## src/rtl/bldc_seq_pkg.sv

```systemverilog
package bldc_seq_pkg;

  localparam int NPH = 3;

  typedef enum logic [2:0] {
    ST_IDLE     = 3'd0,
    ST_CUT      = 3'd1,
    ST_ROUTE    = 3'd2,
    ST_DRIVE    = 3'd3,
    ST_BRK_CUT  = 3'd4,
    ST_BRK_LOW  = 3'd5,
    ST_BRK_HOLD = 3'd6
  } seq_state_e;

  // Floating phase per step: 0 = A, 1 = B, 2 = C
  function automatic logic [1:0] step_sense_code(input logic [2:0] s);
    logic [1:0] c;
    case (s)
      3'd1, 3'd4: c = 2'd0;
      3'd2, 3'd5: c = 2'd1;
      default:    c = 2'd2;
    endcase
    return c;
  endfunction

  function automatic logic [NPH-1:0] step_sense_mask(input logic [2:0] s);
    return NPH'(1) << step_sense_code(s);
  endfunction

  // Phase carrying the PWM waveform per step
  function automatic logic [NPH-1:0] step_pwm_mask(input logic [2:0] s);
    logic [NPH-1:0] m;
    case (s)
      3'd1, 3'd2: m = 3'b100;
      3'd3, 3'd4: m = 3'b010;
      default:    m = 3'b001;
    endcase
    return m;
  endfunction

  function automatic logic [2:0] step_next(input logic [2:0] s);
    return (s == 3'd5) ? 3'd0 : s + 3'd1;
  endfunction

endpackage

```

## src/rtl/bldc_commutation_ctrl.sv

```systemverilog
module bldc_commutation_ctrl
  import bldc_seq_pkg::*;
(
  input  logic           clk,
  input  logic           rst_n,
  input  logic           duty_zero_i,
  input  logic           advance_i,
  output logic [2:0]     step_o,
  output logic [NPH-1:0] drv_en_o,
  output logic [NPH-1:0] pwm_route_o,
  output logic           step_go_o,
  output logic           settled_o
);

  seq_state_e     state_q, state_d;
  logic [2:0]     step_q, step_d;
  logic [NPH-1:0] en_q, en_d;
  logic [NPH-1:0] route_q, route_d;
  logic           pend_q, pend_d;
  logic           go;
  logic           step_ce, en_ce, route_ce;

  always_comb begin
    state_d = state_q;
    step_d  = step_q;
    en_d    = en_q;
    route_d = route_q;
    go      = 1'b0;
    unique case (state_q)
      ST_IDLE: begin
        if (duty_zero_i) begin
          state_d = ST_BRK_CUT;
        end else if (advance_i || pend_q) begin
          go      = 1'b1;
          step_d  = step_next(step_q);
          state_d = ST_CUT;
        end
      end
      ST_CUT: begin
        en_d    = en_q & ~step_sense_mask(step_q);
        state_d = ST_ROUTE;
      end
      ST_ROUTE: begin
        route_d = step_pwm_mask(step_q);
        state_d = ST_DRIVE;
      end
      ST_DRIVE: begin
        en_d    = ~step_sense_mask(step_q);
        state_d = ST_IDLE;
      end
      ST_BRK_CUT: begin
        en_d    = '0;
        route_d = '0;
        state_d = ST_BRK_LOW;
      end
      ST_BRK_LOW: begin
        en_d    = '1;
        state_d = ST_BRK_HOLD;
      end
      ST_BRK_HOLD: begin
        if (!duty_zero_i) state_d = ST_CUT;
      end
      default: state_d = ST_IDLE;
    endcase
    pend_d   = go ? 1'b0 : (pend_q | advance_i);
    step_ce  = go;
    en_ce    = (en_d != en_q);
    route_ce = (route_d != route_q);
  end

  always_ff @(posedge clk or negedge rst_n) begin
    if (!rst_n) begin
      state_q <= ST_IDLE;
      step_q  <= 3'd0;
      en_q    <= '0;
      route_q <= '0;
      pend_q  <= 1'b0;
    end else begin
      state_q <= state_d;
      pend_q  <= pend_d;
      if (step_ce)  step_q  <= step_d;
      if (en_ce)    en_q    <= en_d;
      if (route_ce) route_q <= route_d;
    end
  end

  assign step_o      = step_q;
  assign drv_en_o    = en_q;
  assign pwm_route_o = route_q;
  assign step_go_o   = go;
  assign settled_o   = (state_q == ST_IDLE);

  assert_step_range_R2: assert property (@(posedge clk) disable iff (!rst_n)
    step_q <= 3'd5);

  assert_sense_floats_R3: assert property (@(posedge clk) disable iff (!rst_n)
    (state_q == ST_IDLE) |-> ((en_q & step_sense_mask(step_q)) == '0));

  assert_cut_before_route_R5: assert property (@(posedge clk) disable iff (!rst_n)
    (state_q == ST_ROUTE) |-> ((en_q & step_sense_mask(step_q)) == '0));

  assert_route_alone_R5: assert property (@(posedge clk) disable iff (!rst_n)
    (state_q == ST_ROUTE) |=> $stable(en_q));

  assert_enables_alone_R5: assert property (@(posedge clk) disable iff (!rst_n)
    (state_q == ST_CUT || state_q == ST_DRIVE) |=> $stable(route_q));

  assert_brake_hold_R9: assert property (@(posedge clk) disable iff (!rst_n)
    (state_q == ST_BRK_HOLD) |-> (en_q == '1 && route_q == '0));

endmodule

```

## src/rtl/bldc_pwm_gen.sv

```systemverilog
module bldc_pwm_gen
  import bldc_seq_pkg::*;
#(
  parameter int DUTY_W = 8
) (
  input  logic              clk,
  input  logic              rst_n,
  input  logic [DUTY_W-1:0] duty_i,
  input  logic [NPH-1:0]    route_i,
  output logic [NPH-1:0]    gate_o
);

  logic [DUTY_W-1:0] cnt_q, cnt_d;
  logic              on_phase;

  always_comb begin
    cnt_d    = cnt_q + 1'b1;
    on_phase = (cnt_q < duty_i);
  end

  always_ff @(posedge clk or negedge rst_n) begin
    if (!rst_n) cnt_q <= '0;
    else        cnt_q <= cnt_d;
  end

  for (genvar p = 0; p < NPH; p++) begin : g_gate
    assign gate_o[p] = route_i[p] & on_phase;
  end

endmodule

```

## src/rtl/bldc_zc_detect.sv

```systemverilog
module bldc_zc_detect #(
  parameter int SYNC_STAGES = 2
) (
  input  logic clk,
  input  logic rst_n,
  input  logic cmp_raw_i,
  input  logic expect_rise_i,
  input  logic sample_req_i,
  output logic zc_o
);

  localparam int HW = SYNC_STAGES + 1;

  logic [HW-1:0] hist_q;
  logic          cur, prev, rise, fall;

  always_ff @(posedge clk or negedge rst_n) begin
    if (!rst_n) hist_q <= '0;
    else        hist_q <= {hist_q[HW-2:0], cmp_raw_i};
  end

  always_comb begin
    cur  = hist_q[SYNC_STAGES-1];
    prev = hist_q[SYNC_STAGES];
    rise = cur & ~prev;
    fall = ~cur & prev;
    zc_o = ~sample_req_i & (expect_rise_i ? rise : fall);
  end

endmodule

```

## src/rtl/bldc_comm_timer.sv

```systemverilog
module bldc_comm_timer #(
  parameter int TMR_W = 16
) (
  input  logic             clk,
  input  logic             rst_n,
  input  logic             clr_i,
  output logic [TMR_W-1:0] cnt_o
);

  localparam logic [TMR_W-1:0] TMR_MAX = '1;

  logic [TMR_W-1:0] cnt_q, cnt_d;
  logic             cnt_ce;

  always_comb begin
    cnt_ce = clr_i || (cnt_q != TMR_MAX);
    cnt_d  = clr_i ? '0 : cnt_q + 1'b1;
  end

  always_ff @(posedge clk or negedge rst_n) begin
    if (!rst_n)      cnt_q <= '0;
    else if (cnt_ce) cnt_q <= cnt_d;
  end

  assign cnt_o = cnt_q;

  assert_tmr_clear_R7: assert property (@(posedge clk) disable iff (!rst_n)
    clr_i |=> (cnt_q == '0));

  assert_tmr_saturate_R7: assert property (@(posedge clk) disable iff (!rst_n)
    (!clr_i && cnt_q == TMR_MAX) |=> (cnt_q == TMR_MAX));

endmodule

```

## src/rtl/bldc_six_step_seq.sv

```systemverilog
module bldc_six_step_seq
  import bldc_seq_pkg::*;
#(
  parameter int DUTY_W      = 8,
  parameter int TMR_W       = 16,
  parameter int SYNC_STAGES = 2
) (
  input  logic              clk,
  input  logic              rst_n,
  input  logic [DUTY_W-1:0] duty_i,
  input  logic              advance_i,
  input  logic              cmp_raw_i,
  input  logic              sample_req_i,
  output logic [2:0]        gate_pwm_o,
  output logic [2:0]        drv_en_o,
  output logic [1:0]        sense_sel_o,
  output logic              edge_rise_o,
  output logic              zc_pulse_o,
  output logic [TMR_W-1:0]  comm_timer_o,
  output logic [2:0]        step_o
);

  logic [1:0]     rst_sync_q;
  logic           rst_int_n;
  logic [NPH-1:0] route;
  logic           step_go;
  logic           settled;
  logic [2:0]     step;

  always_ff @(posedge clk or negedge rst_n) begin
    if (!rst_n) rst_sync_q <= 2'b00;
    else        rst_sync_q <= {rst_sync_q[0], 1'b1};
  end
  assign rst_int_n = rst_sync_q[1];

  bldc_commutation_ctrl u_ctrl (
    .clk        (clk),
    .rst_n      (rst_int_n),
    .duty_zero_i(duty_i == '0),
    .advance_i  (advance_i),
    .step_o     (step),
    .drv_en_o   (drv_en_o),
    .pwm_route_o(route),
    .step_go_o  (step_go),
    .settled_o  (settled)
  );

  bldc_pwm_gen #(.DUTY_W(DUTY_W)) u_pwm (
    .clk    (clk),
    .rst_n  (rst_int_n),
    .duty_i (duty_i),
    .route_i(route),
    .gate_o (gate_pwm_o)
  );

  bldc_zc_detect #(.SYNC_STAGES(SYNC_STAGES)) u_zc (
    .clk          (clk),
    .rst_n        (rst_int_n),
    .cmp_raw_i    (cmp_raw_i),
    .expect_rise_i(step[0]),
    .sample_req_i (sample_req_i),
    .zc_o         (zc_pulse_o)
  );

  bldc_comm_timer #(.TMR_W(TMR_W)) u_tmr (
    .clk  (clk),
    .rst_n(rst_int_n),
    .clr_i(step_go),
    .cnt_o(comm_timer_o)
  );

  assign step_o      = step;
  assign sense_sel_o = step_sense_code(step);
  assign edge_rise_o = step[0];

  assert_gate_on_enabled_R8: assert property (@(posedge clk) disable iff (!rst_int_n)
    settled |-> ((gate_pwm_o & ~drv_en_o) == '0));

  assert_zc_masked_R11: assert property (@(posedge clk) disable iff (!rst_int_n)
    sample_req_i |-> !zc_pulse_o);

  assert_timer_restart_R7: assert property (@(posedge clk) disable iff (!rst_int_n)
    (step_o != $past(step_o)) |-> (comm_timer_o == '0));

endmodule

```

## config.mk

```make
export PLATFORM = sky130hd
export DESIGN_NAME = bldc_six_step_seq
export DESIGN_NICKNAME = d
export VERILOG_FILES = /design/src/rtl/bldc_seq_pkg.sv /design/src/rtl/bldc_commutation_ctrl.sv /design/src/rtl/bldc_pwm_gen.sv /design/src/rtl/bldc_zc_detect.sv /design/src/rtl/bldc_comm_timer.sv /design/src/rtl/bldc_six_step_seq.sv
export SDC_FILE = /design/constraint.sdc
export NUM_CORES = 1
export LEC_CHECK = 0
export BUFFER_PORTS_ARGS = -buffer_cell sky130_fd_sc_hd__buf_2
export CAP_MARGIN = 5
export CORE_UTILIZATION = 50
export DETAILED_ROUTE_END_ITERATION = 8
export PLACE_DENSITY = 0.75
export SETUP_SLACK_MARGIN = 0.3
export SYNTH_ARGS = -nofsm -noshare
export SYNTH_HDL_FRONTEND = slang
export SYNTH_SLANG_ARGS = --single-unit
export TNS_END_PERCENT = 5
```

## constraint.sdc

```tcl
create_clock -name clk -period 1.55 [get_ports clk]
set_input_delay 0.2325 -clock clk [delete_from_list [all_inputs] [get_ports clk]]
set_output_delay 0.2325 -clock clk [all_outputs]
set_load 0.005 [all_outputs]
```

==> results.yml <==
yosys:
  ys_types: 48
  synthArstFlopShare_pct: 100.0
  syn_nets: 257
  synth_edf_count: 0
  synth_area_sq_um: 2288
  yosys_warnings: 0
  yosys.area.top_type: "dfrtp_1"
  synthTopCellsByArea: "dfrtp_1, ha_1, nor2_1, a21oi_1, nand3_1"
  yosys.area.top_type_share_pct: 45.93
  synth_seq_area_share_pct: 45.93
  ys_ff_latch: 42
  synthFlopType: "dfrtp_1"
  synth_area_per_cell_sq_um: 9.738
  netlist_instances: 235
floorplanning:
  chipHeight_um: 69.65
  pin_count: 42
  design.core.area_sq_um: 4384
  rows: 24
  initial_core_util_pct: 52.20
  dieArea_sq_um: 4851
  die_w_um: 69.65
global_routing:
  grt_max_degree: 41
  gr-total-overflow: 0
  antenna_found_initial: 0
  grtUsageTotal_pct: 23.06
  grt_pass1_wl_mm: 9.045
  first_global_vias: 2023
flow_run:
  max-cap-violations: 0
sta:
  slew_viol_final: 0
  rsz0062_at_grt: "true"
  setup_ws_ns: -0.4196
  maxSlewHeadroom_pct: 66.10
  setup_viol: 5
  finalCriticalPeriod_ns: 1.970
  period_share_pct: 127.1
  worstMarginPinSlew_ns: 0.5085
  skew_ns: 0.008333
  hold_viol: 0
  fmaxAchievable_mhz: 507.7
final_layout:
  final_cell_mix: "buf_2, dfrtp_1, buf_4, nor2_1, nand2_1"
  fin_area_sq_um: 3188
  stdcell_count: 368
  utilization_pct: 72.72
  diodes: 0
  layout-drive-gt1-share_pct: 43.67
  layout.nets: 338
  syn_to_final_growth_pct: 39.31
  layout_commonest_cell: "buf_2"
setup_path:
  rrSetupSlack_ns: 0
  cp.required_ns: 1.32
  criticalPathCategory: "reg2out"
  start_kind: "flip-flop"
  critPathMaxFanout: 3
  arrival_ns: 1.74
  crit_path_end_kind: "output pin"
power:
  p_clk_share_pct: 16.5
  p_seq_share_pct: 39.6
  total_power_mw: 4.007
  peakVddDrop_mv: 1.067
  power_switching_mw: 1.427
  intPower_mw: 2.580
  switching_share_pct: 35.62
  p_leak_nw: 1.502
  p_per_area_nw_per_um2: 1257
  pwr-share-comb_pct: 43.9
routing:
  vias: 2116
  via_per_inst: 5.750
  dr.first_iter.drc_count: 163
  drtAntennaViolNets: 0
  drc: 0
  firstDrtPassIters: 4
  wl_mm: 5.472
  routedWlPerCell_um: 14.87
clock_network:
  root_buffer: "clkbuf_8"
  path_clk_slew_ns: 0.07
  clk_latency_ns: 0.29
  cts.sinks: 42
  tritoncts: "done"
  numCtsBuffers: 5
  clock_path_buffers: 2
  cts_max_level: 2
placed_design:
  dpl_cell_area_sq_um: 2846
  placed_cells: 359
  io_buffers: 41
  globalplace.congestion: 0.8242
  dp_hpwl_mm: 3.657
worst_hold_path:
  hp-class: "in2reg"
outcome:
  outcome: "finished, violations left"
  violations: "negative setup slack"
## metrics by stage
| step | TNS, ns | hold slack [ns] | setup WS, ns |
|---|---|---|---|
| detailed placement | -1.503 | 0.02109 | -0.1192 |
| floorplan | 0 | -0.06309 | 0.008223 |
| finish | -1.325 | 0.05105 | -0.4196 |
| CTS | -1.397 | 0.03987 | -0.4286 |
| global placement | -1.106 | 0.01832 | -0.1187 |
| global route | -2.033 | 0.04381 | -0.5039 |
## path summary, 6_finish.rpt
kind | startpoint | end | depth (start not counted)
setup / recovery | u_pwm.cnt_q[4] | gate_pwm_o[2] | 6
hold / removal | cmp_raw_i | u_zc.hist_q[0] | 1
setup reg to reg | u_tmr.cnt_o[0] | u_tmr.cnt_o[9] | 6
hold reg to reg | rst_sync_q[1] | u_pwm.cnt_q[3] | 1
max in group asynchronous | rst_sync_q[1] | u_tmr.cnt_o[2] | 1
min in group asynchronous | rst_n | rst_sync_q[0] | 2
## worst max-delay path: stages (launching register included)
cell	delay, ns
dfrtp_1	0.41
ha_4	0.28
and4_1	0.17
o21ai_1	0.06
o211a_1	0.24
o21a_1	0.17
buf_2	0.12
## per-layer routing
layer	global-route usage, %	vias to the layer above	routed length, um
li1	-	1017	-
met5	0	-	0
met1	30.12	1038	2405
met3	4.215	6	239
met2	38.30	55	2765
met4	8.667	0	61
## cells in the mapped netlist, types with 2 or more instances
master,instances
o22ai_1,4
o21ai_0,8
or2_2,2
o21a_1,3
ha_1,9
mux2_2,3
buf_2,2
nand3_1,13
and3_1,3
clkbuf_1,5
nor2_1,22
or4_4,2
xor2_1,5
nor3_1,10
a31oi_1,3
nand4_1,4
nor4_1,5
o211ai_1,3
and4_1,3
buf_4,2
o31ai_1,2
o211a_1,3
a211oi_1,2
dfrtp_1,42
or3_1,4
nor2b_1,5
a21oi_1,13
inv_1,10
nand2_1,12
nand2b_1,2
or4_1,2
xnor2_1,6
a22o_1,6
## layout make-up
cell class | count | area, sq um
multi-input combinational | 173 | 1355
clock inverter | 2 | 10.01
clock buffer | 5 | 68.82
inverter | 10 | 37.54
fill | 329 | 1196
tap | 52 | 65.06
sequential | 42 | 1060
timing repair buffer | 84 | 591.8
## timing repair
action	in CTS	in global routing
setup endpoints to repair	34	41
hold buffers	1	0
pin swaps	29	18
resized for setup	34	20
endpoints found under the hold margin	2	0
setup buffers	1	0
## power by group through the flow
stage	Clock [mW]	Combinational, mW	Sequential, mW
after floorplan	0	1.04	1.51
after detailed placement	0	1.58	1.57
after global routing	0.721	1.95	1.62
after global placement	0	1.55	1.56
final	0.662	1.76	1.59
after CTS	0.694	1.74	1.58
## logic make-up (layout without fill, tap and decap cells)
group	count (synthesis)	in the layout	share of synthesized area, %
and+or+nand+nor	95	95	22.85
AOI/OAI and AO/OA	53	53	15.96
other	1	1	0.1639
xor gates and xnor gates	11	11	4.210
DFF	42	42	45.93
muxes	4	4	1.914
buffers and inverters	20	101	4.046
adders and majority gates	9	9	4.921
## sequential cells by signal, indices dropped and copies added, names as in the netlist
register,cells
u_ctrl.state_q,3
u_pwm.cnt_q,8
u_ctrl.pwm_route_o,3
rst_sync_q,2
u_ctrl.drv_en_o,3
u_zc.hist_q,3
u_tmr.cnt_o,16
u_ctrl.step_o,3
u_ctrl.pend_q,1
Note: power is estimated with default switching activity, not from simulation.
